**src/rtl/fl2_pkg.sv**
```systemverilog
// Shared widths, stage records and the fractional lookup for the log2 pipe.
// Assumes IEEE-754 single precision and a 4-bit, 16-entry one-octave table.
package fl2_pkg;

    localparam int SIGN_POS = 31;
    localparam int EXP_W    = 8;
    localparam int MAN_W    = 23;
    localparam int BIAS     = 127;
    localparam int IDX_W    = 4;
    localparam int FRAC_W   = 8;
    localparam int OUT_W    = EXP_W + FRAC_W;
    localparam int WORD_W   = 1 + EXP_W + MAN_W;
    localparam int IDX_LO   = MAN_W - IDX_W;
    localparam logic [EXP_W-1:0] EXP_ALL1 = '1;

    // Record held after the unpack stage.
    typedef struct packed {
        logic             vld;
        logic             err;
        logic [EXP_W-1:0] bexp;
        logic [IDX_W-1:0] idx;
    } unpack_t;

    // Record held after the lookup stage.
    typedef struct packed {
        logic              vld;
        logic              err;
        logic [EXP_W-1:0]  ipart;
        logic [FRAC_W-1:0] fpart;
    } part_t;

    // round(log2(1 + k/16) * 256) for k = 0..15
    function automatic logic [FRAC_W-1:0] frac_rom(input logic [IDX_W-1:0] k);
        logic [FRAC_W-1:0] v;
        case (k)
            4'd0:  v = 8'd0;
            4'd1:  v = 8'd22;
            4'd2:  v = 8'd44;
            4'd3:  v = 8'd63;
            4'd4:  v = 8'd82;
            4'd5:  v = 8'd100;
            4'd6:  v = 8'd118;
            4'd7:  v = 8'd134;
            4'd8:  v = 8'd150;
            4'd9:  v = 8'd165;
            4'd10: v = 8'd179;
            4'd11: v = 8'd193;
            4'd12: v = 8'd207;
            4'd13: v = 8'd220;
            4'd14: v = 8'd232;
            default: v = 8'd244;
        endcase
        return v;
    endfunction

endpackage

```
**src/rtl/fl2_unpack.sv**
```systemverilog
// Stage 1: splits the float into exponent and lookup index and classifies it.
// Assumes subnormals are not supplied; exponent 0 is flagged like zero.
module fl2_unpack
    import fl2_pkg::*;
(
    input  logic              clk,
    input  logic              rst_n,
    input  logic              in_valid,
    input  logic [WORD_W-1:0] in_float,
    output unpack_t           st_q
);

    logic [EXP_W-1:0] bexp_w;
    logic             bad_w;

    // Field extraction and operand classification.
    always_comb begin
        bexp_w = in_float[MAN_W +: EXP_W];
        bad_w  = in_float[SIGN_POS] | (bexp_w == '0) | (bexp_w == EXP_ALL1);
    end

    // Stage register: valid always advances, fields load only with an operand.
    always_ff @(posedge clk) begin
        if (!rst_n) begin
            st_q <= '0;
        end else begin
            st_q.vld <= in_valid;
            if (in_valid) begin
                st_q.err  <= bad_w;
                st_q.bexp <= bexp_w;
                st_q.idx  <= in_float[IDX_LO +: IDX_W];
            end
        end
    end

endmodule

```
**src/rtl/fl2_frac_lut.sv**
```systemverilog
// Stage 2: removes the exponent bias and looks up the fractional log.
// Assumes the index comes from a normalized significand in [1,2).
module fl2_frac_lut
    import fl2_pkg::*;
(
    input  logic    clk,
    input  logic    rst_n,
    input  unpack_t st_d,
    output part_t   st_q
);

    logic [EXP_W-1:0] ipart_w;

    // Unbias: modulo-2^EXP_W subtraction yields two's complement E-127.
    always_comb begin
        ipart_w = st_d.bexp - EXP_W'(BIAS);
    end

    // Stage register: valid always advances, data loads only with an operand.
    always_ff @(posedge clk) begin
        if (!rst_n) begin
            st_q <= '0;
        end else begin
            st_q.vld <= st_d.vld;
            if (st_d.vld) begin
                st_q.err   <= st_d.err;
                st_q.ipart <= ipart_w;
                st_q.fpart <= frac_rom(st_d.idx);
            end
        end
    end

endmodule

```
**src/rtl/fl2_assemble.sv**
```systemverilog
// Stage 3: joins integer and fraction, forces zero on error and on idle.
// Assumes the fraction is non-negative so the bytes concatenate directly.
module fl2_assemble
    import fl2_pkg::*;
(
    input  logic                    clk,
    input  logic                    rst_n,
    input  part_t                   st_d,
    output logic                    out_valid,
    output logic signed [OUT_W-1:0] out_log,
    output logic                    out_err
);

    logic                    pass_w;
    logic signed [OUT_W-1:0] joined_w;

    // Gate: only valid, error-free operands carry a value.
    always_comb begin
        pass_w   = st_d.vld & ~st_d.err;
        joined_w = pass_w ? {st_d.ipart, st_d.fpart} : '0;
    end

    // Output register.
    always_ff @(posedge clk) begin
        if (!rst_n) begin
            out_valid <= 1'b0;
            out_err   <= 1'b0;
            out_log   <= '0;
        end else begin
            out_valid <= st_d.vld;
            out_err   <= st_d.vld & st_d.err;
            out_log   <= joined_w;
        end
    end

endmodule

```
**src/rtl/fplog2_pipe.sv**
```systemverilog
// Top: three-stage single-precision log2 converter, one operand per clock.
// Assumes normalized inputs; error cases produce zero with out_err set.
module fplog2_pipe
    import fl2_pkg::*;
(
    input  logic                    clk,
    input  logic                    rst_n,
    input  logic                    in_valid,
    input  logic [31:0]             in_float,
    output logic                    out_valid,
    output logic signed [15:0]      out_log,
    output logic                    out_err
);

    unpack_t s1_q;
    part_t   s2_q;

    fl2_unpack u_unpack (
        .clk      (clk),
        .rst_n    (rst_n),
        .in_valid (in_valid),
        .in_float (in_float),
        .st_q     (s1_q)
    );

    fl2_frac_lut u_lut (
        .clk   (clk),
        .rst_n (rst_n),
        .st_d  (s1_q),
        .st_q  (s2_q)
    );

    fl2_assemble u_asm (
        .clk       (clk),
        .rst_n     (rst_n),
        .st_d      (s2_q),
        .out_valid (out_valid),
        .out_log   (out_log),
        .out_err   (out_err)
    );

endmodule

```
**config.mk**
```make
export PLATFORM = sky130hd
export DESIGN_NAME = fplog2_pipe
export DESIGN_NICKNAME = d
export VERILOG_FILES = /design/src/rtl/fl2_pkg.sv /design/src/rtl/fl2_unpack.sv /design/src/rtl/fl2_frac_lut.sv /design/src/rtl/fl2_assemble.sv /design/src/rtl/fplog2_pipe.sv
export SDC_FILE = /design/constraint.sdc
export NUM_CORES = 1
export LEC_CHECK = 0
export BUFFER_PORTS_ARGS = -buffer_cell sky130_fd_sc_hd__buf_2
export CORE_ASPECT_RATIO = 0.8
export CORE_MARGIN = 3
export CORE_UTILIZATION = 54
export CTS_BUF_LIST = sky130_fd_sc_hd__clkbuf_4 sky130_fd_sc_hd__clkbuf_8
export DETAILED_ROUTE_END_ITERATION = 12
export GPL_ROUTABILITY_DRIVEN = 0
export PLACE_DENSITY = 0.81
export SYNTH_ARGS = -nofsm -noshare
export SYNTH_HDL_FRONTEND = slang
export SYNTH_HIERARCHICAL = 1
export SYNTH_SLANG_ARGS = --single-unit
```
**constraint.sdc**
```tcl
create_clock -name clk -period 1.9 [get_ports clk]
set_input_delay 0.38 -clock clk [delete_from_list [all_inputs] [get_ports clk]]
set_output_delay 0.38 -clock clk [all_outputs]
set_load 0.005 [all_outputs]
```
**After elaboration in Yosys (flattened, before gate mapping)**

Memory sizes are Yosys's and may differ from the RTL's. A register that Yosys moved wholly into a read port is not among the register bits.
Cells that the tools add are included.

- Add/sub/neg operators: 1
- Bitwise logic cells: 5
- Reductions and logical operators: 3
- $lt $le $gt $ge: 0
- Eq/ne operators: 1
- Shift operators: 0
- Muxes and demuxes: 0
- Div/mod/pow operators: 0
- Multiply operators: 0

Operators by type and width:

| cell | number |
|---|---|
| $eq A8 B8 Y1 const B | 1 |
| $logic_not A8 Y1 | 1 |
| $sub A8 B7 Y8 const B | 1 |
| $and A1 B1 Y1 | 2 |
| $or A1 B1 Y1 | 2 |
| $reduce_and A2 Y1 | 1 |
| $logic_not A1 Y1 | 1 |
| $not A1 Y1 | 1 |

- Bits of input ports: 35
- Output and inout bits: 18
- RAM bits: 0
- Latch bits: 0
- Memories: 1
- Bits in registers: 42
- Memory bits (read-only): 128

Memory list:

| name | words | bits a word | rd ports | clocked after Yosys merged registers in | write ports | RTL line | RTL |
|---|---|---|---|---|---|---|---|
| (name not given) | 16 | 8 | 1 | 1 | 0 | fl2_pkg.sv:35 | `case (k)` |

**Depth between registers and ports, before layout**

- Word-level depth: 3
- Mapped depth: 7
- Gate-level depth less buffers: 7

**Cells and area by module**

Netlist, hierarchy kept.

Modules (own cells, without submodules):

| module | area each (µm²) | cells an instance | times used |
|---|---|---|---|
| fl2_frac_lut | 996.0 | 107 | 1 |
| fl2_unpack | 568.0 | 51 | 1 |
| fl2_assemble | 560.5 | 39 | 1 |

**Worst setup path before layout**

No wires, ideal clock.

- Path kind: reg2reg
- From: reg u_unpack/st_q[0] (netlist name)
- To: reg u_lut/st_q[0] (netlist name)
- Path slack: 0.529 ns
- Cell stages (with the launch flop): 6
- Required time: 1.809 ns
- Period minus slack after synthesis: 1.371 ns
- Arrival time: 1.280 ns
- Path buffers: 0
- Cells stage by stage: dfxtp_1 > inv_1 > ha_1 > ha_1 > nand2b_1 > a311oi_1

RTL lines:

| item | RTL line | RTL |
|---|---|---|
| from (decl) | fl2_unpack.sv:10 | `output unpack_t st_q` |

==> results.txt <==
Dividing the detail-routed wire length by the instance count gives 12.6 µm. The layer flagged by global routing as most heavily used is met1. The number of slew-limit violations in the final report came out at 0. The root buffer cell is sky130_fd_sc_hd__clkbuf_8. Entering global routing, the biggest net connects 26 pins. Traced cell by cell, the critical path runs through inv_1 > ha_1 > ha_1 > nand2b_1 > a311oi_1. The post-route cell area came out at 2380 µm². The unique cell type count in the Yosys netlist is 42. The total power divided by cell area came out at 845 nW/µm². The worst register-to-register path has a setup slack of 0.35 ns. Derived from the worst setup path, the maximum achievable clock frequency is 0.647 GHz. The smallest setup slack after layout came out at 0.354 ns. On the worst path, the slowest cell contributes a delay of 0.48 ns. The cell taking the most area after synthesis is sky130_fd_sc_hd__dfxtp_1. The worst setup timing slack at the placement stage came out at 0.367 ns. The met1 global-route usage came out at 23.8%. The time the final worst path needs with I/O delays and setup came out at 1.55 ns. The net count reported at finish is 274. Summing every instance area after synthesis gives 2120 µm². STA classifies the critical path startpoint as a flip-flop. The number of clock sinks seen by CTS is 50.

The number of synthesized register bits came out at 50. The number of global-route vias before repair came to 1331. In this run the critical register-to-register path is launched from u_unpack/st_q[1]$_SDFFE_PN0P_. In this run the tool buffered the top-level ports with 33 buffer cells. The standby leakage power is 1.06 nW. The endpoint identified for the worst register-to-register timing path is u_lut/st_q[0]$_SDFFE_PN0P_.

Setup repair after global routing left no endpoint under its margin. Yosys instantiated no cell more often than sky130_fd_sc_hd__dfxtp_1. The row count is 19.

After detailed routing, the number of vias per cell comes to 5.25. The die height came out at 62.1 µm. The filler cells instantiated in the layout total 313.

The worst hold path terminates at u_unpack/st_q[1]$_SDFFE_PN0P_. The clock slew seen by the registers of the worst setup and hold paths is 0.09 ns. After clock tree synthesis, the repair step resized 0 gates. The proportion of synthesized chip area in sequential cells is 47.1%. The startpoint identified for the worst hold timing path is in_float[20]. The HPWL after detailed placement is 2460 µm. The share of the cycle needed by the critical path after routing is 81.4%. The net count of the mapped netlist came out at 242.

TritonCTS built the clock tree. Counting instances, the worst hold path has a depth of 3. The worst-path cell with the longest stage delay is sky130_fd_sc_hd__dfxtp_1. The maximum root-to-sink buffer count is 2. The number of warnings issued by yosys is 6. Global routing used 16.1% of the available tracks across all layers.

The cell area after placement came out at 2280 µm². The cell depth of the worst flop-to-flop path is 5. The clock tree synthesis step divided the H-tree into 2 levels. Sorting the synthesized cells by area gives the leading types as sky130_fd_sc_hd__dfxtp_1, sky130_fd_sc_hd__mux2i_1, sky130_fd_sc_hd__ha_1. The number of setup buffers added after CTS is 0.

The most prevalent standard cell on the critical path is sky130_fd_sc_hd__ha_1. The critical path capture point type is a flip-flop. The starting DRC count in detailed routing came out at 79. The area fraction of the dominant cell type after synthesis is 47.1%. The detailed router placed 1475 vias in this run. The first-pass GRT wire length is 6240 µm. The layout overhead on the synthesized area came out at 12.2%. The area taken by flip-flops and latches came out at 1000 µm². The maximum fanout encountered on the critical timing path is 8. The most used flip-flop cell after synthesis is sky130_fd_sc_hd__dfxtp_1.

IR analysis of the VDD net gives a maximum drop of 0.601 mV. The post-route setup TNS is 0 ns. The initial core utilization came out at 59.2%.

The number of hold-repair buffers added at the cts stage is 0. The required time of the critical path is 2.11 ns. The data arrival time of the critical path came out at 1.76 ns. The class of the tightest hold or removal check is in -> reg.

The die outline area came out at 4730 µm². For the final database, setup skew stands at 0.00684 ns. The transition at the pin with the smallest max-transition slack came out at 0.488 ns. The synthesized instance count came out at 197.

By count the netlist is led by sky130_fd_sc_hd__dfxtp_1, sky130_fd_sc_hd__mux2i_1, sky130_fd_sc_hd__nor2b_1. In the routed design, unresolved DRC markers number 0. The width of the die came out at 76.1 µm. The fraction of registers with async set or reset after synthesis came out at 0%. The total area inside the core boundary comes to 3590 µm². The mean cell area of the mapped netlist came out at 10.8 µm². Once detail routing completed, the nets flagged for antenna violations numbered 0. 0 antenna diodes ended up in the layout. The number of enable flip-flop cells after synthesis is 0. The number of hold violations in the final report is 0.

The number of max-capacitance violations reported came out at 0. The number of buffers added by the clock tree synthesis step came out at 5. The met2 layer usage reported by global route came out at 22.5%. The number of ports placed on the die boundary came out at 53. The met3 track demand over resource is 4.19%. The worst relative slew slack is 67.4%. At the later pin of the worst-skew pair, clock insertion delay measures 0.30 ns. The total power of the final layout is 2.01 mW. The run finished with clean final reports.

The total of endpoints with negative setup slack in the final report is 0. The initial antenna violation count is 0. The routed design has 3540 µm of wire. The first-pass iteration count of the detailed router is 4. The multi-input gate area in the final layout is 992 µm². The aggregate global routing overflow is 0.

The post-route netlist has 22.3% of its cells at a drive strength greater than 1. By startpoint and endpoint, the worst setup path is classified as reg -> reg.
## flip-flops by register name, indices dropped and copies added (netlist names)
register / cells
u_asm/out_valid: 1
u_asm/out_err: 1
u_asm/out_log: 16
u_lut/st_q: 18
u_unpack/st_q: 14
## critical path, delay by kind of cell, from the launching register on
family / cells / cell delay [ns]
buffers and inverters: 1 / 0.11
and+or+nand+nor: 1 / 0.14
DFF: 1 / 0.48
adders and majority gates: 2 / 0.48
AOI/OAI and AO/OA: 1 / 0.26
## area by class of cell
class                           instances  share of cell area, %
Sequential cell                        50                   42.0
Multi-Input combinational cell        128                   41.6
Timing Repair Buffer                   36                   7.87
Inverter                                8                   1.26
Tap cell                               52                   2.73
Clock buffer                            5                   2.89
Clock inverter                          2                   1.63
## cell families (layout without fill, tap and decap cells)
kind of cell | Yosys count | count (layout) | share of synthesized area, %
fa+ha+maj | 10 | 10 | 5.89
mux | 16 | 16 | 7.60
flops | 50 | 50 | 47.1
buf+inv | 19 | 51 | 6.18
simple gates | 65 | 65 | 20.5
compound gates | 32 | 32 | 10.3
xor+xnor | 5 | 5 | 2.42
## worst max-delay path by stage
stage | from | slack, ns | cells after the start | end
2_1_floorplan | u_unpack/st_q[0]$_SDFFE_PN0P_ | 0.53 | 5 | u_lut/st_q[0]$_SDFFE_PN0P_
3_3_place_gp | u_unpack/st_q[0]$_SDFFE_PN0P_ | 0.40 | 7 | u_lut/st_q[2]$_SDFFE_PN0P_
3_5_place_dp | u_unpack/st_q[0]$_SDFFE_PN0P_ | 0.37 | 5 | u_lut/st_q[0]$_SDFFE_PN0P_
4_1_cts | u_unpack/st_q[1]$_SDFFE_PN0P_ | 0.34 | 5 | u_lut/st_q[0]$_SDFFE_PN0P_
5_1_grt | u_unpack/st_q[1]$_SDFFE_PN0P_ | 0.20 | 5 | u_lut/st_q[0]$_SDFFE_PN0P_
6_report | u_unpack/st_q[1]$_SDFFE_PN0P_ | 0.35 | 5 | u_lut/st_q[0]$_SDFFE_PN0P_
## metrics by stage
stage	hold WS (ns)	utilization [%]	instances
3_3_place_gp	0.454	63.4	274
6_report	0.337	66.4	281
4_1_cts	0.330	66.4	281
5_1_grt	0.354	66.4	281
3_5_place_dp	0.467	63.4	274
2_1_floorplan	0.435	-	197
## metal layers
layer  wire, µm  vias to the layer above
met5          0                        -
met4         33                        0
met3        203                        5
met2       1390                       46
met1       1920                      655
li1           -                      769
## cells in the final DEF, fill, tap and decap left out, drive strengths merged, types with 3 or more instances in the layout
cell type	instances
dfxtp	50
buf	36
and4b	16
mux2i	15
nor2b	15
nor2	10
ha	10
o21ai	8
inv	7
a21oi	6
clkbuf	5
a211oi	5
nand3	4
nand2	4
and2	3
nand4	3
nand2b	3
xor2	3
## power breakdown
group | switching, mW | internal [mW] | total [mW]
combinational | 0.0822 | 0.0825 | 0.165
clock | 0.327 | 0.387 | 0.714
sequential | 0.0460 | 1.09 | 1.14
total | 0.455 | 1.56 | 2.01
Note: power is estimated with default switching activity, not from simulation.
